## src/rtl/mdio_pkg.sv

```systemverilog
package mdio_pkg;

  // payload and header widths of one management frame (after the preamble)
  localparam int HDR_BITS   = 32;
  localparam int DATA_BITS  = 16;
  localparam int PORT_BITS  = 5;
  localparam int DEV_BITS   = 5;

  typedef enum logic [1:0] {
    FR_ADDR  = 2'd0,
    FR_WRITE = 2'd1,
    FR_READ  = 2'd2
  } frame_kind_e;

  typedef struct packed {
    logic                 c45;
    logic                 pre_off;
    frame_kind_e          kind;
    logic [PORT_BITS-1:0] port;
    logic [DEV_BITS-1:0]  dev;
    logic [DATA_BITS-1:0] payload;
  } frame_req_t;

endpackage

```

## src/rtl/mdio_frame_build.sv

```systemverilog
// Assembles the full bit image of one frame, preamble on top, from a request.
module mdio_frame_build
  import mdio_pkg::*;
#(
  parameter int PRE_LEN = 32,
  localparam int FW     = PRE_LEN + HDR_BITS,
  localparam int IDX_W  = $clog2(FW)
) (
  input  frame_req_t        req,
  output logic [FW-1:0]     bits,
  output logic [IDX_W-1:0]  top_idx,
  output logic              is_read
);

  logic [1:0] st_code;
  logic [1:0] op_code;
  logic [1:0] ta_code;
  logic [DATA_BITS-1:0] pay;

  always_comb begin
    is_read = (req.kind == FR_READ);
    st_code = req.c45 ? 2'b00 : 2'b01;
    case (req.kind)
      FR_ADDR:  op_code = 2'b00;
      FR_WRITE: op_code = 2'b01;
      FR_READ:  op_code = req.c45 ? 2'b11 : 2'b10;
      default:  op_code = 2'b01;
    endcase
    // on a read the master does not drive these bits; keep them idle-high
    ta_code = is_read ? 2'b11 : 2'b10;
    pay     = is_read ? {DATA_BITS{1'b1}} : req.payload;
    bits    = {{PRE_LEN{1'b1}}, st_code, op_code, req.port, req.dev, ta_code, pay};
    top_idx = req.pre_off ? IDX_W'(HDR_BITS - 1) : IDX_W'(FW - 1);
  end

endmodule

```

## src/rtl/mdio_bit_timer.sv

```systemverilog
// Half-period counter that toggles the management clock and flags its edges.
module mdio_bit_timer #(
  parameter int DIV_W = 8
) (
  input  logic             clk,
  input  logic             rst_n,
  input  logic             run,
  input  logic [DIV_W-1:0] half,
  output logic             mdc,
  output logic             rise,
  output logic             fall
);

  logic [DIV_W-1:0] cnt_q;
  logic             tick;

  assign tick = run && (cnt_q == half - DIV_W'(1));
  assign rise = tick && !mdc;
  assign fall = tick && mdc;

  always_ff @(posedge clk or negedge rst_n) begin
    if (!rst_n) begin
      cnt_q <= '0;
      mdc   <= 1'b0;
    end else if (!run) begin
      cnt_q <= '0;
      mdc   <= 1'b0;
    end else if (tick) begin
      cnt_q <= '0;
      mdc   <= !mdc;
    end else begin
      cnt_q <= cnt_q + DIV_W'(1);
    end
  end

endmodule

```

## src/rtl/mdio_engine.sv

```systemverilog
// Shifts one frame out per start pulse and collects read data.
module mdio_engine
  import mdio_pkg::*;
#(
  parameter int PRE_LEN = 32,
  parameter int DIV_W   = 8,
  localparam int FW     = PRE_LEN + HDR_BITS,
  localparam int IDX_W  = $clog2(FW)
) (
  input  logic                 clk,
  input  logic                 rst_n,
  input  logic                 start,
  input  frame_req_t           req,
  input  logic [DIV_W-1:0]     div,
  input  logic                 mdio_i,
  output logic                 busy,
  output logic                 done,
  output logic                 rd_done,
  output logic [DATA_BITS-1:0] rx_data,
  output logic                 ta_err,
  output logic                 mdc_o,
  output logic                 mdio_o,
  output logic                 mdio_oe
);

  // bit positions counted down to 0 at the last data bit
  localparam logic [IDX_W-1:0] TA2_IDX = IDX_W'(DATA_BITS);
  localparam logic [IDX_W-1:0] REL_IDX = IDX_W'(DATA_BITS + 1);

  logic [FW-1:0]        fb_bits;
  logic [IDX_W-1:0]     fb_top;
  logic                 fb_rd;

  logic [FW-1:0]        sh_q;
  logic [IDX_W-1:0]     idx_q;
  logic                 rd_q;
  logic                 busy_q;
  logic                 ta_bad_q;
  logic [DATA_BITS-1:0] rx_q;
  logic [DIV_W-1:0]     half_q;
  logic                 rise;
  logic                 fall;

  mdio_frame_build #(.PRE_LEN(PRE_LEN)) u_build (
    .req     (req),
    .bits    (fb_bits),
    .top_idx (fb_top),
    .is_read (fb_rd)
  );

  mdio_bit_timer #(.DIV_W(DIV_W)) u_timer (
    .clk   (clk),
    .rst_n (rst_n),
    .run   (busy_q),
    .half  (half_q),
    .mdc   (mdc_o),
    .rise  (rise),
    .fall  (fall)
  );

  always_ff @(posedge clk or negedge rst_n) begin
    if (!rst_n) begin
      sh_q     <= '0;
      idx_q    <= '0;
      rd_q     <= 1'b0;
      busy_q   <= 1'b0;
      ta_bad_q <= 1'b0;
      rx_q     <= '0;
      half_q   <= DIV_W'(1);
    end else if (start && !busy_q) begin
      sh_q     <= fb_bits;
      idx_q    <= fb_top;
      rd_q     <= fb_rd;
      busy_q   <= 1'b1;
      ta_bad_q <= 1'b0;
      rx_q     <= '0;
      half_q   <= (div == '0) ? DIV_W'(1) : div;
    end else if (busy_q) begin
      if (rise && rd_q) begin
        if (idx_q == TA2_IDX) begin
          ta_bad_q <= mdio_i;
        end else if (idx_q < TA2_IDX) begin
          rx_q <= {rx_q[DATA_BITS-2:0], mdio_i};
        end
      end
      if (fall) begin
        if (idx_q == '0) begin
          busy_q <= 1'b0;
        end else begin
          idx_q <= idx_q - IDX_W'(1);
        end
      end
    end
  end

  assign busy    = busy_q;
  assign done    = busy_q && fall && (idx_q == '0);
  assign rd_done = done && rd_q;
  assign rx_data = rx_q;
  assign ta_err  = ta_bad_q;
  assign mdio_o  = busy_q ? sh_q[idx_q] : 1'b1;
  assign mdio_oe = busy_q && !(rd_q && (idx_q <= REL_IDX));

endmodule

```

## src/rtl/mdio_regs.sv

```systemverilog
// Register words, launch decode and result capture.
module mdio_regs
  import mdio_pkg::*;
#(
  parameter int ADDR_W   = 4,
  parameter int OFF_STAT = 12,
  parameter int OFF_CMD  = 13,
  parameter int OFF_DATA = 14,
  parameter int OFF_ADDR = 15,
  parameter int DIV_W    = 8
) (
  input  logic                 clk,
  input  logic                 rst_n,
  input  logic [ADDR_W-1:0]    reg_addr,
  input  logic                 reg_we,
  input  logic [31:0]          reg_wdata,
  output logic [31:0]          reg_rdata,
  input  logic                 eng_busy,
  input  logic                 rd_done,
  input  logic [DATA_BITS-1:0] rx_data,
  input  logic                 ta_err,
  output logic                 start,
  output frame_req_t           req,
  output logic [DIV_W-1:0]     div,
  output logic                 busy_all,
  output logic                 rd_err
);

  localparam int BIT_BUSY = 0;
  localparam int BIT_RERR = 1;
  localparam int BIT_C45  = 6;
  localparam int DIV_LSB  = 8;
  localparam int BIT_PREOFF = 10;
  localparam int BIT_RDREQ  = 15;
  localparam int PORT_LSB   = DEV_BITS;

  logic                 c45_q;
  logic [DIV_W-1:0]     div_q;
  logic [PORT_BITS-1:0] port_q;
  logic [DEV_BITS-1:0]  dev_q;
  logic                 pre_off_q;
  logic [DATA_BITS-1:0] data_q;
  logic [DATA_BITS-1:0] addr_q;
  logic                 rerr_q;
  logic                 pend_q;
  frame_kind_e          kind_q;

  logic acc;
  logic hit_stat, hit_cmd, hit_data, hit_addr;

  assign hit_stat = (reg_addr == ADDR_W'(OFF_STAT));
  assign hit_cmd  = (reg_addr == ADDR_W'(OFF_CMD));
  assign hit_data = (reg_addr == ADDR_W'(OFF_DATA));
  assign hit_addr = (reg_addr == ADDR_W'(OFF_ADDR));
  assign busy_all = pend_q || eng_busy;
  assign acc      = reg_we && !busy_all;

  always_ff @(posedge clk or negedge rst_n) begin
    if (!rst_n) begin
      c45_q     <= 1'b0;
      div_q     <= '0;
      port_q    <= '0;
      dev_q     <= '0;
      pre_off_q <= 1'b0;
      data_q    <= '0;
      addr_q    <= '0;
      rerr_q    <= 1'b0;
      pend_q    <= 1'b0;
      kind_q    <= FR_WRITE;
    end else begin
      pend_q <= 1'b0;
      if (rd_done) begin
        data_q <= rx_data;
        rerr_q <= ta_err;
      end
      if (acc) begin
        if (hit_stat) begin
          c45_q <= reg_wdata[BIT_C45];
          div_q <= reg_wdata[DIV_LSB +: DIV_W];
        end
        if (hit_cmd) begin
          dev_q     <= reg_wdata[DEV_BITS-1:0];
          port_q    <= reg_wdata[PORT_LSB +: PORT_BITS];
          pre_off_q <= reg_wdata[BIT_PREOFF];
          if (reg_wdata[BIT_RDREQ]) begin
            pend_q <= 1'b1;
            kind_q <= FR_READ;
            rerr_q <= 1'b0;
          end
        end
        if (hit_data) begin
          data_q <= reg_wdata[DATA_BITS-1:0];
          pend_q <= 1'b1;
          kind_q <= FR_WRITE;
        end
        if (hit_addr) begin
          addr_q <= reg_wdata[DATA_BITS-1:0];
          if (c45_q) begin
            pend_q <= 1'b1;
            kind_q <= FR_ADDR;
          end
        end
      end
    end
  end

  always_comb begin
    reg_rdata = '0;
    if (hit_stat) begin
      reg_rdata[BIT_BUSY]           = busy_all;
      reg_rdata[BIT_RERR]           = rerr_q;
      reg_rdata[BIT_C45]            = c45_q;
      reg_rdata[DIV_LSB +: DIV_W]   = div_q;
    end else if (hit_cmd) begin
      reg_rdata[DEV_BITS-1:0]       = dev_q;
      reg_rdata[PORT_LSB +: PORT_BITS] = port_q;
      reg_rdata[BIT_PREOFF]         = pre_off_q;
    end else if (hit_data) begin
      reg_rdata[DATA_BITS-1:0]      = data_q;
    end else if (hit_addr) begin
      reg_rdata[DATA_BITS-1:0]      = addr_q;
    end
  end

  assign start       = pend_q;
  assign div         = div_q;
  assign rd_err      = rerr_q;
  assign req.c45     = c45_q;
  assign req.pre_off = pre_off_q;
  assign req.kind    = kind_q;
  assign req.port    = port_q;
  assign req.dev     = dev_q;
  assign req.payload = (kind_q == FR_ADDR) ? addr_q : data_q;

  logic unused_wbits;
  assign unused_wbits = ^{reg_wdata[31:16], reg_wdata[14:11]};

endmodule

```

## src/rtl/mdio_master.sv

```systemverilog
// Top level: register port plus frame engine for the PHY management bus.
module mdio_master
  import mdio_pkg::*;
#(
  parameter int ADDR_W   = 4,
  parameter int OFF_STAT = 12,
  parameter int OFF_CMD  = 13,
  parameter int OFF_DATA = 14,
  parameter int OFF_ADDR = 15,
  parameter int PRE_LEN  = 32,
  parameter int DIV_W    = 8
) (
  input  logic              clk,
  input  logic              rst_n,
  input  logic [ADDR_W-1:0] reg_addr,
  input  logic              reg_we,
  input  logic [31:0]       reg_wdata,
  output logic [31:0]       reg_rdata,
  output logic              mdc_o,
  output logic              mdio_o,
  output logic              mdio_oe,
  input  logic              mdio_i
);

  logic                 start;
  frame_req_t           req;
  logic [DIV_W-1:0]     div;
  logic                 eng_busy;
  logic                 busy_all;
  logic                 done;
  logic                 rd_done;
  logic [DATA_BITS-1:0] rx_data;
  logic                 ta_err;
  logic                 rd_err_w;

  mdio_regs #(
    .ADDR_W(ADDR_W), .OFF_STAT(OFF_STAT), .OFF_CMD(OFF_CMD),
    .OFF_DATA(OFF_DATA), .OFF_ADDR(OFF_ADDR), .DIV_W(DIV_W)
  ) u_regs (
    .clk       (clk),
    .rst_n     (rst_n),
    .reg_addr  (reg_addr),
    .reg_we    (reg_we),
    .reg_wdata (reg_wdata),
    .reg_rdata (reg_rdata),
    .eng_busy  (eng_busy),
    .rd_done   (rd_done),
    .rx_data   (rx_data),
    .ta_err    (ta_err),
    .start     (start),
    .req       (req),
    .div       (div),
    .busy_all  (busy_all),
    .rd_err    (rd_err_w)
  );

  mdio_engine #(.PRE_LEN(PRE_LEN), .DIV_W(DIV_W)) u_engine (
    .clk     (clk),
    .rst_n   (rst_n),
    .start   (start),
    .req     (req),
    .div     (div),
    .mdio_i  (mdio_i),
    .busy    (eng_busy),
    .done    (done),
    .rd_done (rd_done),
    .rx_data (rx_data),
    .ta_err  (ta_err),
    .mdc_o   (mdc_o),
    .mdio_o  (mdio_o),
    .mdio_oe (mdio_oe)
  );

  logic unused_sig;
  assign unused_sig = done ^ busy_all;

endmodule

```

## config.mk

```make
export PLATFORM = sky130hd
export DESIGN_NAME = mdio_master
export DESIGN_NICKNAME = d
export VERILOG_FILES = /design/src/rtl/mdio_pkg.sv /design/src/rtl/mdio_frame_build.sv /design/src/rtl/mdio_bit_timer.sv /design/src/rtl/mdio_engine.sv /design/src/rtl/mdio_regs.sv /design/src/rtl/mdio_master.sv
export SDC_FILE = /design/constraint.sdc
export NUM_CORES = 1
export LEC_CHECK = 0
export BUFFER_PORTS_ARGS = -buffer_cell sky130_fd_sc_hd__buf_2
export CORE_MARGIN = 2
export CORE_UTILIZATION = 30
export DETAILED_ROUTE_END_ITERATION = 10
export GPL_TIMING_DRIVEN = 0
export PLACE_DENSITY_LB_ADDON = 0.2
export SETUP_SLACK_MARGIN = 0.05
export SYNTH_ARGS = -nofsm -noshare
export SYNTH_HDL_FRONTEND = slang
export SYNTH_SLANG_ARGS = --single-unit
```

## constraint.sdc

```tcl
create_clock -name clk -period 2.85 [get_ports clk]
set_clock_uncertainty 0.2 [all_clocks]
set_input_delay 0.285 -clock clk [delete_from_list [all_inputs] [get_ports clk]]
set_output_delay 0.285 -clock clk [all_outputs]
set_load 0.05 [all_outputs]
```

==> run metrics <==
chip height=152 um; first-pass GRT wire length=32.3 mm; number of placed instances, taps included=1002; CTS tree=built; initial antenna violation count=1; largest net degree at the start of global routing=86; register area share after synthesis=48.1%; combinational share of power=between 30% and 40%; #FFs+latches synth=127; Total GRT Usage=18.0%; gp weighted congestion=about 0.8; Period Utilization, post-route=103%; synthesized area=6610 um2; worst-skew pair later-pin latency=0.42 ns; number of diodes=0; most frequent cells in the layout=dfrtp_1 (122), nand2_1 (85), nor2_1 (57); final hold violation count=0; Net count, final=between 800 and 900; Slew Viols, Final=0; Initial Util=30.4%; die footprint=about 23000 um2; Worst setup SP type=flop; DRT Pass-1 Iters=5; Post-Route WL=around 21 mm; Iter 0 DRT Violations=483; I/O pin cnt=75; Residual DRC=0; commonest non-fill, non-tap cell in the layout=dfrtp_1; Max Cap Viol=0; RSZ-0062 raised after global routing=yes; violated checks=setup timing; root buf cell=clkbuf_16; Sw Share=36.5%; Sw Pwr=2.75 mW; ys flop type=dfrtp_1; CTS clk-pin slew, worst paths=about 0.06 ns; DP HPWL=approximately 15 mm; critical path required time=around 2.4 ns; Avg Cell Area, Syn=9.93 um2; number of synthesized flops with an enable pin=0; setup ws final=-0.0967 ns; wire per inst=19.3 um; Antenna Nets Post-Route=0; Core Rows=54; Buffers on Ports=40; Die Wd=152 um; warnings from Yosys=0; Hold Crit Class=primary input to flop; FFs w/ async S/R, synth=100%; relative slew slack=about two fifths; worst path arrival time=2.46 ns; via count of the routed design=between 5000 and 6000; H-tree levels=4; Flop pwr share=35.8%; Slew @ Worst Pin=0.904 ns; dpl ws=-0.663 ns; CP Capture Type=primary output; fill count=~2200; clk buf depth=2; LEAKAGE=~3.8 nW; Yosys cell types=55; Cells after Synth=roughly 670; core footprint=21800 um2; CTS buffer count=17; vias in the first global route=5496; post-layout min period=roughly 3 ns; total power per unit cell area=890 nW/um2; outcome=finished, violations left; layout cells sized above 1=29.2%; clock power share=between 20% and 30%; final std cells w/o fill=1069; CP Max Fanout=5; P_int=4.79 mW; Sink Count=about 130; Via density=about 5.1; area delta synth->final=28.1%; fin util=slightly below 40%; FMAX=~0.34 GHz; CP Class=flop to primary output; Tot Pwr=7.54 mW; worst vdd ir=0.000446 V; global route overflow=0; # setup viols final=1
[kinds of logic after synthesis]
logic type,Yosys count,share of synthesized area [%]
AND/OR/NAND/NOR,227,16.2
buffers and inverters,80,5.62
AO/OA/AOI/OAI,142,13.3
flip-flops,127,48.1
multiplexers,68,13.7
adder cells (fa/ha/maj),5,0.946
XOR/XNOR,16,2.12
other,1,0.0567
[cell type report]
type | instances | area [um2] | area share [%]
Multi-Input combinational cell | 474 | 3270 | 38.6
Sequential cell | 127 | 3180 | 37.6
Timing Repair Buffer | 79 | 613 | 7.24
Clock buffer | 22 | 474 | 5.60
Buffer | 59 | 370 | 4.37
Tap cell | 280 | 350 | 4.14
Clock inverter | 10 | 135 | 1.60
Inverter | 18 | 70.1 | 0.827
[registers in the layout, summed over array words and instances (netlist names), 6 cells and up]
| name | flops |
|---|---|
| u_regs.div | 8 |
| u_engine.sh_q | 30 |
| u_engine.u_timer.cnt_q | 8 |
| u_engine.rx_data | 16 |
| u_regs.addr_q | 16 |
| u_engine.idx_q | 6 |
| u_engine.half_q | 8 |
| u_regs.data_q | 16 |
[final timing paths]
check | startpoint | end | slack [ns] | depth (start not counted)
max in group asynchronous | rst_n | u_engine.half_q[2]$_DFFE_PN0P_ | 1.51 | 3
setup / recovery | u_engine.idx_q[0]$_DFFE_PN0P_ | mdio_o | -0.1 | 7
hold / removal | reg_wdata[15] | u_regs.addr_q[15]$_DFFE_PN0P_ | 0.05 | 3
min in group asynchronous | rst_n | u_regs.port_q[1]$_DFFE_PN0P_ | 0.15 | 2
hold reg to reg | u_engine.sh_q[23]$_DFFE_PN0P_ | u_engine.sh_q[23]$_DFFE_PN0P_ | 0.27 | 2
setup reg to reg | u_engine.half_q[4]$_DFFE_PN0P_ | u_engine.rx_data[5]$_DFFE_PN0P_ | 0.02 | 8
[through the flow]
| stage | hold WS (ns) | TNS [ns] | area (um2) |
|---|---|---|---|
| floorplan | -0.211 | 0 | 6710 |
| global placement | 0.257 | -100.14 | 7260 |
| detailed placement | 0.0422 | -18.03 | 7300 |
| CTS | 0.0331 | -0.106 | 8340 |
| global route | 0.0626 | -0.300 | 8470 |
| finish | 0.0538 | -0.0967 | 8470 |
[metal layers]
metal | global-route usage, % | wire, um
met1 | 25.0 | 9630
met2 | 27.6 | 9540
met3 | 3.81 | 918
met4 | 6.97 | 537
met5 | 0 | 13
[critical path, stage by stage, from the launching register on]
cell     delay [ns]
dfrtp_2        0.39
buf_12         0.13
mux4_2         0.53
mux4_2         0.50
nor2_1         0.10
or4_4          0.12
nand3_2        0.07
buf_8          0.18
[Yosys cell counts (all sizes together) (4+ instances only)]
library cell	count	share of area, %
o211ai	7	0.79
nor3	7	0.53
nor4	7	0.66
a31oi	21	2.0
a22oi	10	1.1
o21ai	59	4.5
nor2b	9	0.85
ha	5	0.95
dfrtp	125	47
inv	17	0.97
nand2	86	4.9
nand3	9	0.68
and2	4	0.38
buf	23	2.4
clkbuf	39	2.2
a211oi	4	0.64
mux2i	4	0.61
mux2	52	9.0
xnor2	10	1.3
xor2	6	0.79
mux4	12	4.1
o22ai	17	1.6
nand2b	4	0.38
a21oi	10	0.76
nor2	59	3.4
or3	5	0.47
nand4	24	2.5
[power groups by stage]
stage	Clock (mW)	Combinational (mW)	Sequential (mW)
global route	2.37	2.84	2.76
floorplan	0	1.69	2.54
detailed placement	0	2.25	2.72
finish	2.25	2.59	2.70
CTS	2.28	2.49	2.68
global placement	0	2.24	2.71
[timing repair]
item / 4_1_cts / 5_1_grt
cloned: 1 / 2
gates resized for setup: 50 / 56
setup buffers: 15 / 3
endpoints found under the setup margin: 84 / 81
pin swaps: 9 / 18
hold endpoints to repair: 92 / 0
hold buffers: 17 / 0
Note: power is estimated with default switching activity, not from simulation.
